--- src/rtl/sram_bank_pkg.sv ---
package sram_bank_pkg;
  typedef enum logic [1:0] {
    SZ_QUAD   = 2'b00,
    SZ_BYTE   = 2'b01,
    SZ_PAIR   = 2'b10,
    SZ_TRIPLE = 2'b11
  } xfer_size_e;

  localparam int unsigned LANES = 4;

  function automatic logic [2:0] xfer_len(input logic [1:0] siz);
    unique case (xfer_size_e'(siz))
      SZ_BYTE:   xfer_len = 3'd1;
      SZ_PAIR:   xfer_len = 3'd2;
      SZ_TRIPLE: xfer_len = 3'd3;
      default:   xfer_len = 3'd4;
    endcase
  endfunction
endpackage

--- src/rtl/sram_bank_decode.sv ---
module sram_bank_decode #(
  parameter int unsigned AW        = 32,
  parameter logic [AW-1:0] BANK_MASK  = 32'h4007_0000,
  parameter logic [AW-1:0] BANK_MATCH = 32'h4000_0000
) (
  input  logic [AW-1:0] addr_i,
  output logic          hit_o
);
  assign hit_o = ((addr_i & BANK_MASK) == BANK_MATCH);
endmodule

--- src/rtl/sram_lane_sel.sv ---
module sram_lane_sel
  import sram_bank_pkg::*;
(
  input  logic [1:0]       off_i,
  input  logic [1:0]       siz_i,
  output logic [LANES-1:0] lanes_o
);
  localparam int unsigned SW = $clog2(LANES) + 2;

  logic [SW-1:0] first_b, last_b;

  always_comb begin
    first_b = SW'(off_i);
    last_b  = SW'(off_i) + SW'(xfer_len(siz_i)) - SW'(1);
  end

  // byte k maps to lane LANES-1-k (k=0 is the most significant lane)
  for (genvar k = 0; k < LANES; k++) begin : g_lane
    assign lanes_o[LANES-1-k] = (SW'(k) >= first_b) && (SW'(k) <= last_b);
  end
endmodule

--- src/rtl/sram_term_gen.sv ---
module sram_term_gen (
  input  logic clk_i,
  input  logic rst_ni,
  input  logic as_act_i,
  input  logic sel_i,
  input  logic rw_i,
  output logic term_no
);
  logic das_q;

  always_ff @(posedge clk_i or negedge rst_ni) begin
    if (!rst_ni) das_q <= 1'b0;
    else         das_q <= as_act_i;
  end

  assign term_no = !(sel_i && (rw_i || das_q));

  logic wr_sel;
  assign wr_sel = sel_i && !rw_i;

  // an ongoing write terminates from the second sampled edge onward
  p_wr_held_term_r7: assert property (@(posedge clk_i) disable iff (!rst_ni)
    ($past(wr_sel) && $past(as_act_i) && wr_sel) |-> !term_no);

  // a freshly asserted strobe never terminates a write at once
  p_wr_first_wait_r8: assert property (@(posedge clk_i) disable iff (!rst_ni)
    ($rose(as_act_i) && wr_sel) |-> term_no);

  // reads terminate without waiting
  p_rd_term_r6: assert property (@(posedge clk_i) disable iff (!rst_ni)
    (sel_i && rw_i) |-> !term_no);
endmodule

--- src/rtl/sram_bank_ctrl.sv ---
module sram_bank_ctrl
  import sram_bank_pkg::*;
#(
  parameter int unsigned   AW         = 32,
  parameter logic [AW-1:0] BANK_MASK  = 32'h4007_0000,
  parameter logic [AW-1:0] BANK_MATCH = 32'h4000_0000
) (
  input  logic             clk_i,
  input  logic             rst_ni,
  input  logic             as_ni,
  input  logic             rw_i,
  input  logic [1:0]       siz_i,
  input  logic [AW-1:0]    addr_i,
  output logic [LANES-1:0] lane_we_no,
  output logic             rd_en_no,
  output logic             term_no
);
  logic             hit, as_act, sel;
  logic [LANES-1:0] lanes;

  sram_bank_decode #(
    .AW(AW), .BANK_MASK(BANK_MASK), .BANK_MATCH(BANK_MATCH)
  ) u_dec (
    .addr_i(addr_i),
    .hit_o (hit)
  );

  sram_lane_sel u_lanes (
    .off_i  (addr_i[1:0]),
    .siz_i  (siz_i),
    .lanes_o(lanes)
  );

  // strobe qualified by reset so outputs idle during reset
  assign as_act = !as_ni && rst_ni;
  assign sel    = as_act && hit;

  assign lane_we_no = ~(lanes & {LANES{sel && !rw_i}});
  assign rd_en_no   = !(sel && rw_i);

  sram_term_gen u_term (
    .clk_i   (clk_i),
    .rst_ni  (rst_ni),
    .as_act_i(as_act),
    .sel_i   (sel),
    .rw_i    (rw_i),
    .term_no (term_no)
  );

  p_miss_idle_r1: assert property (@(posedge clk_i) disable iff (!rst_ni)
    !hit |-> (&lane_we_no && rd_en_no && term_no));

  p_rd_no_lane_r3: assert property (@(posedge clk_i) disable iff (!rst_ni)
    rw_i |-> &lane_we_no);

  p_strobe_gate_r4: assert property (@(posedge clk_i) disable iff (!rst_ni)
    as_ni |-> (&lane_we_no && rd_en_no && term_no));

  p_rd_en_r5: assert property (@(posedge clk_i) disable iff (!rst_ni)
    (!as_ni && rw_i && hit) |-> !rd_en_no);

  p_lane_write_r2: assert property (@(posedge clk_i) disable iff (!rst_ni)
    (!as_ni && !rw_i && hit) |-> (lane_we_no != '1));

  always_comb begin
    if (!rst_ni) begin
      p_reset_idle_r9: assert (&lane_we_no && rd_en_no && term_no);
    end
  end
endmodule

--- config.mk ---
export PLATFORM = sky130hd
export DESIGN_NAME = sram_bank_ctrl
export DESIGN_NICKNAME = d
export VERILOG_FILES = /design/src/rtl/sram_bank_pkg.sv /design/src/rtl/sram_bank_decode.sv /design/src/rtl/sram_lane_sel.sv /design/src/rtl/sram_term_gen.sv /design/src/rtl/sram_bank_ctrl.sv
export SDC_FILE = /design/constraint.sdc
export NUM_CORES = 1
export LEC_CHECK = 0
export BUFFER_PORTS_ARGS = -buffer_cell sky130_fd_sc_hd__buf_2
export CORE_AREA = 4 4 41 43
export CTS_CLUSTER_SIZE = 40
export DETAILED_ROUTE_END_ITERATION = 6
export DIE_AREA = 0 0 45 47
export PLACE_DENSITY = 0.6
export REMOVE_ABC_BUFFERS = 1
export SETUP_SLACK_MARGIN = 0.15
export SLEW_MARGIN = 0
export SYNTH_ARGS = -nofsm -noshare
export SYNTH_HDL_FRONTEND = slang
export SYNTH_SLANG_ARGS = --single-unit
--- constraint.sdc ---
create_clock -name clk_i -period 3 [get_ports clk_i]
set_input_delay 0.3 -clock clk_i [delete_from_list [all_inputs] [get_ports clk_i]]
set_output_delay 0.3 -clock clk_i [all_outputs]
set_load 0.01 [all_outputs]
==> out/metrics.csv, run 1 <==
stage;metric;value;unit
global_routing;antenna_found_initial;0;
final_layout;regMostFlops;u_term.das_q;
floorplanning;placementRows;13;
critical_path;critical_path.max_fanout;3;
final_layout;reg_top3;u_term.das_q (1);
global_routing;overflow;0;
run;cap_violations;0;
pwr;p_total;0.0478;mW
timing;period_share;75.3;%
timing;relSlewSlack;84.1;%
pwr;p_leak;0.163;nW
yosys;ys_seq_elements;1;
drt;drt_drc_violations_left;0;
pwr;pwr_density_cell;143;nW/um2
global_routing;grt_max_degree;5;
final_layout;final_nets;88;
critical_path;cp.buffers_inverters;4;
final_layout;seq_area;25.0;um2
critical_path;cp_slowest_cell;fa_1;
drt;ant_nets;0;
final_layout;num_antenna_cells;0;
floorplanning;coreArea;1300;um2
timing;fmax;0.443;GHz
timing;worst_slack;0.742;ns
drt;drt_iter0_drc;2;
cts;clk_pin_slew;0;ns
global_routing;grtUsageTotal;5.45;%
final_layout;syn2layout_area_growth;45.1;%
timing;setup_tns;0;ns
yosys;ys_types;16;
yosys;ys_warn_count;0;
drt;dr.pass1.iters;4;
placed_design;place_congestion;0.715;
global_routing;first_global_vias;239;
placed_design;placedCellCount;59;
critical_path;crit_chain;buf_2 -> inv_1 -> ha_1 -> inv_1 -> ha_1 -> fa_1 -> xor2_1 -> o311ai_1 -> buf_2;
pwr;ir_worst_vdd;0.0000759;V
critical_path;cp_top_family;adder cells;
drt;drt-wirelength-per-cell;8.78;um
timing;fin_crit;2.26;ns
final_layout;multi_input_area;179;um2
critical_path;worstSetupStartpointType;primary input;
status;status;finished clean;
final_layout;largest_reg_flops;1;
final_layout;final_common_cell;buf_2;
critical_path;required;2.70;ns
floorplanning;die_w;45;um
timing;tightest_slew;0.238;ns
cts;post_cts.repair.setup_buffers;0;
yosys;synth_cells;27;
critical_path;cp_slowest_stage_delay;0.37;ns
floorplanning;die_area;2120;um2
min_path;worst_hold_path_type;primary input to async pin;
cts;ctsResizeCount;0;
final_layout;layout-drive-gt1-share;45.5;%
critical_path;crit_type;primary input to output port;
cts;hold_buffers;0;
timing;finalHoldViolations;0;
timing;drv_slew;0;
placed_design;place_ws;0.717;ns
final_layout;fin_area;334;um2
floorplanning;die_h;47;um
yosys;avgSynthCellArea;8.53;um2
timing;fin_hold_ws;0.0859;ns
critical_path;cp-end-kind;output port;
drt;routed_via_density;4.17;
yosys;yosysSeqAreaShare;10.9;%
floorplanning;start_util;17.7;%
placed_design;portBuffers;17;
timing;setup_viol;0;
placed_design;post-dp-hpwl;497;um
global_routing;grt_pass1_wl;910;um
floorplanning;ios;44;
placed_design;dpl-instance-area;334;um2
yosys;syn_area;230;um2
final_layout;fillers;154;
drt;drt_wl_total;518;um
final_layout;final_cells;59;
timing;rsz0062_at_grt;false;
final_layout;post-route-util;25.7;%
final_layout;mostFrequentLayoutCells;17 x buf_2, 7 x inv_1, 3 x ha_1;
drt;vias;246;
critical_path;cp.arrival;1.96;ns
-- cells by family after synthesis --
logic type                 share of synthesized area, %
DFF                                                10.9
adders and majority gates                          25.0
xor gates and xnor gates                           3.81
buffers and inverters                              11.4
and+or+nand+nor                                    35.9
AOI/OAI and AO/OA                                  13.0
-- area by class of cell --
type,count,area share [%]
Inverter,7,7.87
Multi-Input combinational cell,19,53.6
Sequential cell,1,7.49
Tap cell,15,5.62
Timing Repair Buffer,17,25.5
-- worst paths after layout --
path                       slack [ns]                      to       from  cells past startpoint
worst max-delay path             0.74           lane_we_no[2]  addr_i[1]                      9
max in group asynchronous        2.82  u_term.das_q$_DFF_PN0_     rst_ni                      1
min in group clk_i               0.50  u_term.das_q$_DFF_PN0_      as_ni                      2
worst min-delay path             0.09  u_term.das_q$_DFF_PN0_     rst_ni                      1
-- layer usage --
layer  track usage (%)  vias up  routed length (um)
li1                  -      125                   -
met3                 0        0                  81
met1              7.71      106                 207
met2              9.89       15                 230
met4                 0        0                   0
met5                 0        -                   0
-- power breakdown --
group | switching (mW) | internal [mW]
clock | 0 | 0
combinational | 0.0169 | 0.0163
sequential | 0.000204 | 0.0144
total | 0.0171 | 0.0307
-- cells in the mapped netlist --
cell / number / area (um2)
nor3b_4: 1 / 18.8
nor3b_2: 1 / 12.5
ha_1: 3 / 37.5
nand2b_1: 1 / 6.26
o21ai_1: 1 / 5.00
nand3_1: 1 / 5.00
o31ai_1: 1 / 7.51
xor2_1: 1 / 8.76
inv_1: 7 / 26.3
or2_1: 1 / 6.26
nand2_1: 2 / 7.51
fa_1: 1 / 20.0
nor2b_1: 2 / 12.5
o311ai_1: 2 / 17.5
dfrtp_1: 1 / 25.0
or4b_4: 1 / 13.8
No activity file was read; power rests on OpenSTA's default activity.
==> run 2: changes to the inputs <==
--- a/config.mk
+++ b/config.mk
@@ -5,12 +5,13 @@
 export SDC_FILE = /design/constraint.sdc
 export NUM_CORES = 1
 export LEC_CHECK = 0
+export ABC_AREA = 1
 export BUFFER_PORTS_ARGS = -buffer_cell sky130_fd_sc_hd__buf_2
 export CORE_AREA = 4 4 41 43
 export CTS_CLUSTER_SIZE = 40
 export DETAILED_ROUTE_END_ITERATION = 6
 export DIE_AREA = 0 0 45 47
-export PLACE_DENSITY = 0.6
+export PLACE_DENSITY = 0.63
 export REMOVE_ABC_BUFFERS = 1
 export SETUP_SLACK_MARGIN = 0.15
 export SLEW_MARGIN = 0
==> constraint.sdc (replaced) <==
create_clock -name clk_i -period 2.24 [get_ports clk_i]
set_input_delay 0.224 -clock clk_i [delete_from_list [all_inputs] [get_ports clk_i]]
set_output_delay 0.224 -clock clk_i [all_outputs]
set_load 0.01 [all_outputs]
==> out/metrics.csv, run 2 <==
stage;metric;value;unit
status;status;finished clean;
global_routing;antenna_found_initial;0;
critical_path;cp_top_family;adder cells;
timing;relSlewSlack;89.9;%
yosys;ys_top_cells_by_count;17 x inv_1, 6 x nand2_1, 3 x ha_1, 3 x nand3_1, 3 x nor2_1;
placed_design;post-dp-hpwl;536;um
drt;ant_nets;0;
critical_path;cp.arrival;1.75;ns
cts;post_cts.repair.setup_buffers;0;
yosys;syn_area;267;um2
global_routing;overflow;0;
floorplanning;die_w;45;um
cts;hold_buffers;0;
drt;drt_wl_total;540;um
floorplanning;placementRows;13;
critical_path;crit_type;primary input to output port;
critical_path;cpMostUsedCell;inv_1;
yosys;synthDominantCellAreaShare;23.9;%
yosys;yosysSeqAreaShare;9.39;%
floorplanning;die_h;47;um
critical_path;cp_slowest_stage_delay;0.44;ns
timing;drv_slew;0;
global_routing;grtUsageTotal;5.13;%
yosys;ys_types;14;
timing;period_share;88.3;%
yosys;avgSynthCellArea;6.06;um2
global_routing;grt_pass1_wl;890;um
yosys;synth_most_common_cell;inv_1;
placed_design;dpl-instance-area;370;um2
pwr;p_leak;0.228;nW
drt;top_layer_used;met3;
placed_design;portBuffers;17;
timing;rsz0062_at_grt;false;
final_layout;largest_reg_flops;1;
min_path;worst_hold_path_type;primary input to async pin;
timing;fin_crit;1.98;ns
pwr;ir_worst_vdd;0.000113;V
final_layout;final_nets;105;
critical_path;worstSetupStartpointType;primary input;
critical_path;cp-end-kind;output port;
timing;finalHoldViolations;0;
critical_path;cp_slowest_cell;fa_1;
yosys;synth_edf_count;0;
critical_path;critical_path.max_fanout;3;
drt;vias;297;
global_routing;first_global_vias;277;
drt;drt_drc_violations_left;0;
yosys;synth_area_leaders;inv_1 24%, ha_1 14%, dfrtp_1 9.4%;
floorplanning;start_util;20.5;%
drt;routedLengthMet1;216;um
drt;drt-wirelength-per-cell;7.11;um
yosys;synth_top_cell_by_area;inv_1;
drt;met2_length;256;um
cts;clk_pin_slew;0;ns
critical_path;cp.buffers_inverters;5;
yosys;postSynth.asyncResetShare;100;%
timing;tightest_slew;0.151;ns
drt;routed_via_density;3.91;
pwr;pwr_density_cell;194;nW/um2
floorplanning;ios;44;
drt;dr.pass1.iters;4;
final_layout;regMostFlops;u_term.das_q;
run;cap_violations;0;
final_layout;fillers;158;
final_layout;layout-drive-gt1-share;37.7;%
critical_path;crit_chain;buf_2 -> inv_1 -> ha_1 -> inv_1 -> ha_1 -> fa_1 -> inv_1 -> nand3_1 -> o21ai_1 -> buf_2;
placed_design;place_congestion;0.604;
timing;setup_tns;0;ns
final_layout;num_antenna_cells;0;
final_layout;mostFrequentLayoutCells;17 x inv_1, 17 x buf_2, 6 x nand2_1;
yosys;synth_cells;44;
timing;setup_viol;0;
floorplanning;die_area;2120;um2
yosys;ys_warn_count;0;
critical_path;required;2.02;ns
final_layout;fin_area;370;um2
timing;fmax;0.506;GHz
yosys;ys.flop_type;dfrtp_1;
final_layout;syn2layout_area_growth;39.0;%
yosys;ys_seq_elements;1;
cts;ctsResizeCount;0;
drt;wl_met3;67;um
drt;drt_iter0_drc;1;
global_routing;grt_max_degree;4;
floorplanning;coreArea;1300;um2
final_layout;reg_top3;u_term.das_q (1);
[run 2: cell count changes in the layout (fill, tap and decap cells not counted), sizes merged, moves of 2 or more]
cell    previous run  this run
nor2               0         6
nor3b              2         0
o311ai             2         0
nor2b              2         0
nand3              1         4
nand2              2         8
nand4              0         2
inv                7        17
[run 2: metal layers]
metal | track usage, % | up-vias
met5 | 0 | -
met4 | 0 | 0
met3 | 0.383 | 0
met2 | 10.2 | 13
met1 | 6.33 | 121
li1 | - | 163
[run 2: kinds of logic after synthesis]
group / after synthesis / synth area share, %
buf+inv: 17 / 23.9
flops: 1 / 9.39
fa+ha+maj: 4 / 21.6
compound gates: 2 / 4.69
simple gates: 20 / 40.4
[run 2: worst paths after layout]
check                      slack, ns                      to  depth (start not counted)      start
max                             0.26           lane_we_no[0]                         10  addr_i[1]
max in group asynchronous       2.13  u_term.das_q$_DFF_PN0_                          1     rst_ni
min                             0.01  u_term.das_q$_DFF_PN0_                          1     rst_ni
min in group clk_i              0.48  u_term.das_q$_DFF_PN0_                          3     rst_ni
[run 2: metrics by stage]
| step | setup slack, ns | total power, mW | cells | hold WS, ns | utilization, % |
|---|---|---|---|---|---|
| after global placement | 0.274 | 0.0709 | 76 | 0.0117 | 28.5 |
| final | 0.263 | 0.0720 | 76 | 0.0114 | 28.5 |
| after global routing | 0.156 | 0.0815 | 76 | 0.0185 | 28.5 |
| after detailed placement | 0.254 | 0.0728 | 76 | 0.0131 | 28.5 |
| after CTS | 0.239 | 0.0731 | 76 | 0.0131 | 28.5 |
| after floorplan | 0.490 | 0.0544 | 44 | -0.0716 | - |
[run 2: area by class of cell]
type,instances,area (um2),share of cell area (%)
Inverter,17,63.8,17.2
Timing Repair Buffer,17,85.1,23.0
Tap cell,15,18.8,5.07
Sequential cell,1,25.0,6.76
Multi-Input combinational cell,26,178,48.0
[run 2: report_power, final]
group	switching, mW	internal [mW]	total [mW]	leakage, nW
registers	0.000222	0.0193	0.0195	0.0129
logic	0.0300	0.0224	0.0525	0.215
clock network	0	0	0	0
==> run 3: changes to the inputs <==
==> constraint.sdc (replaced) <==
create_clock -name clk_i -period 2.1 [get_ports clk_i]
set_input_delay 0.21 -clock clk_i [delete_from_list [all_inputs] [get_ports clk_i]]
set_output_delay 0.21 -clock clk_i [all_outputs]
set_load 0.01 [all_outputs]
==> out/metrics.csv, run 3 (synthesis results as in run 2) <==
stage;metric;value;unit
global_routing;grt_pass1_wl;945;um
final_layout;mostFrequentLayoutCells;15 x buf_2, 13 x inv_1, 6 x nand2_1;
timing;rsz0062_at_grt;false;
timing;fin_crit;1.87;ns
floorplanning;placementRows;13;
drt;drt_wl_total;600;um
critical_path;cp_slowest_stage_delay;0.45;ns
floorplanning;die_area;2120;um2
min_path;worst_hold_path_type;primary input to flip-flop;
final_layout;syn2layout_area_growth;57.7;%
drt;drt_iter0_drc;2;
cts;clk_pin_slew;0;ns
critical_path;cp-end-kind;output port;
pwr;p_leak;0.234;nW
global_routing;grt_max_degree;4;
global_routing;grtUsageTotal;5.44;%
drt;ant_nets;0;
critical_path;required;1.89;ns
critical_path;critical_path.max_fanout;3;
timing;drv_slew;0;
critical_path;crit_chain;buf_4 -> inv_2 -> ha_4 -> inv_1 -> ha_2 -> fa_1 -> inv_2 -> nand3_2 -> o21ai_2 -> buf_2;
timing;relSlewSlack;89.9;%
final_layout;num_antenna_cells;0;
final_layout;reg_top3;u_term.das_q (1);
critical_path;cp_slowest_cell;fa_1;
timing;period_share;89.0;%
timing;finalHoldViolations;0;
drt;vias;323;
floorplanning;coreArea;1300;um2
global_routing;antenna_found_initial;0;
floorplanning;start_util;20.5;%
final_layout;layout-drive-gt1-share;51.6;%
final_layout;fillers;153;
run;cap_violations;0;
critical_path;cp.arrival;1.66;ns
placed_design;place_congestion;0.604;
timing;setup_viol;0;
drt;drt_drc_violations_left;0;
critical_path;worstSetupStartpointType;primary input;
drt;drt-wirelength-per-cell;7.79;um
global_routing;overflow;0;
cts;post_cts.repair.setup_buffers;0;
timing;fmax;0.535;GHz
floorplanning;ios;44;
timing;setup_tns;0;ns
pwr;pwr_density_cell;216;nW/um2
final_layout;regMostFlops;u_term.das_q;
status;status;finished clean;
global_routing;first_global_vias;287;
final_layout;final_nets;106;
final_layout;final_common_cell;buf_2;
timing;tightest_slew;0.151;ns
critical_path;crit_type;primary input to output port;
placed_design;portBuffers;17;
floorplanning;die_h;47;um
placed_design;post-dp-hpwl;536;um
pwr;ir_worst_vdd;0.000135;V
critical_path;cpMostUsedCell;inv_2;
drt;dr.pass1.iters;4;
final_layout;largest_reg_flops;1;
drt;routed_via_density;4.19;
floorplanning;die_w;45;um
pwr;p_total;0.0906;mW
## run 3: metrics by stage
| stage | cells | util [%] | setup WS, ns | area, um2 | hold slack [ns] |
|---|---|---|---|---|---|
| 2_1_floorplan | 44 | - | 0.378 | 267 | -0.0856 |
| 3_3_place_gp | 76 | 28.5 | 0.162 | 370 | -0.00234 |
| 3_5_place_dp | 76 | 28.5 | 0.142 | 370 | -0.000874 |
| 4_1_cts | 77 | 30.0 | 0.158 | 390 | 0.485 |
| 5_1_grt | 77 | 32.3 | 0.163 | 420 | 0.527 |
| 6_report | 77 | 32.3 | 0.231 | 420 | 0.479 |
## run 3: final cells by class
type | instances | area [um2] | area share, %
Multi-Input combinational cell | 26 | 206 | 49.1
Timing Repair Buffer | 18 | 104 | 24.7
Inverter | 17 | 66.3 | 15.8
Sequential cell | 1 | 25.0 | 5.95
Tap cell | 15 | 18.8 | 4.46
## run 3: metal layers
metal	track usage, %	part of all wire [%]	vias to the layer above
met3	0.383	9.8	0
li1	-	-	166
met5	0	0	-
met1	6.79	37	144
met2	10.7	53	13
met4	0	0	0
## run 3: path summary, 6_finish.rpt
| path | endpoint | cells after the start | slack (ns) | startpoint |
|---|---|---|---|---|
| max | lane_we_no[0] | 10 | 0.23 | addr_i[1] |
| min | u_term.das_q$_DFF_PN0_ | 4 | 0.48 | as_ni |
| max in group asynchronous | u_term.das_q$_DFF_PN0_ | 2 | 1.46 | rst_ni |
| min in group asynchronous | u_term.das_q$_DFF_PN0_ | 2 | 0.54 | rst_ni |
## run 3: where the power goes
group	switching [mW]	internal [mW]
sequential	0.000237	0.0206
combinational	0.0385	0.0313
clock	0	0
## run 3: what timing repair did
item | in CTS | in global routing
resized for setup | 5 | 7
endpoints found under the hold margin | 1 | 0
cloned | 0 | 0
hold buffers | 1 | 0
setup endpoints to repair | 1 | 1
pin swaps | 3 | 3
## run 3: critical path, delay by kind of cell
family	cells	cell delay, ns
adder cells (fa/ha/maj)	3	0.86
AO/OA/AOI/OAI	1	0.10
buffers and inverters	5	0.40
AND/OR/NAND/NOR	1	0.07
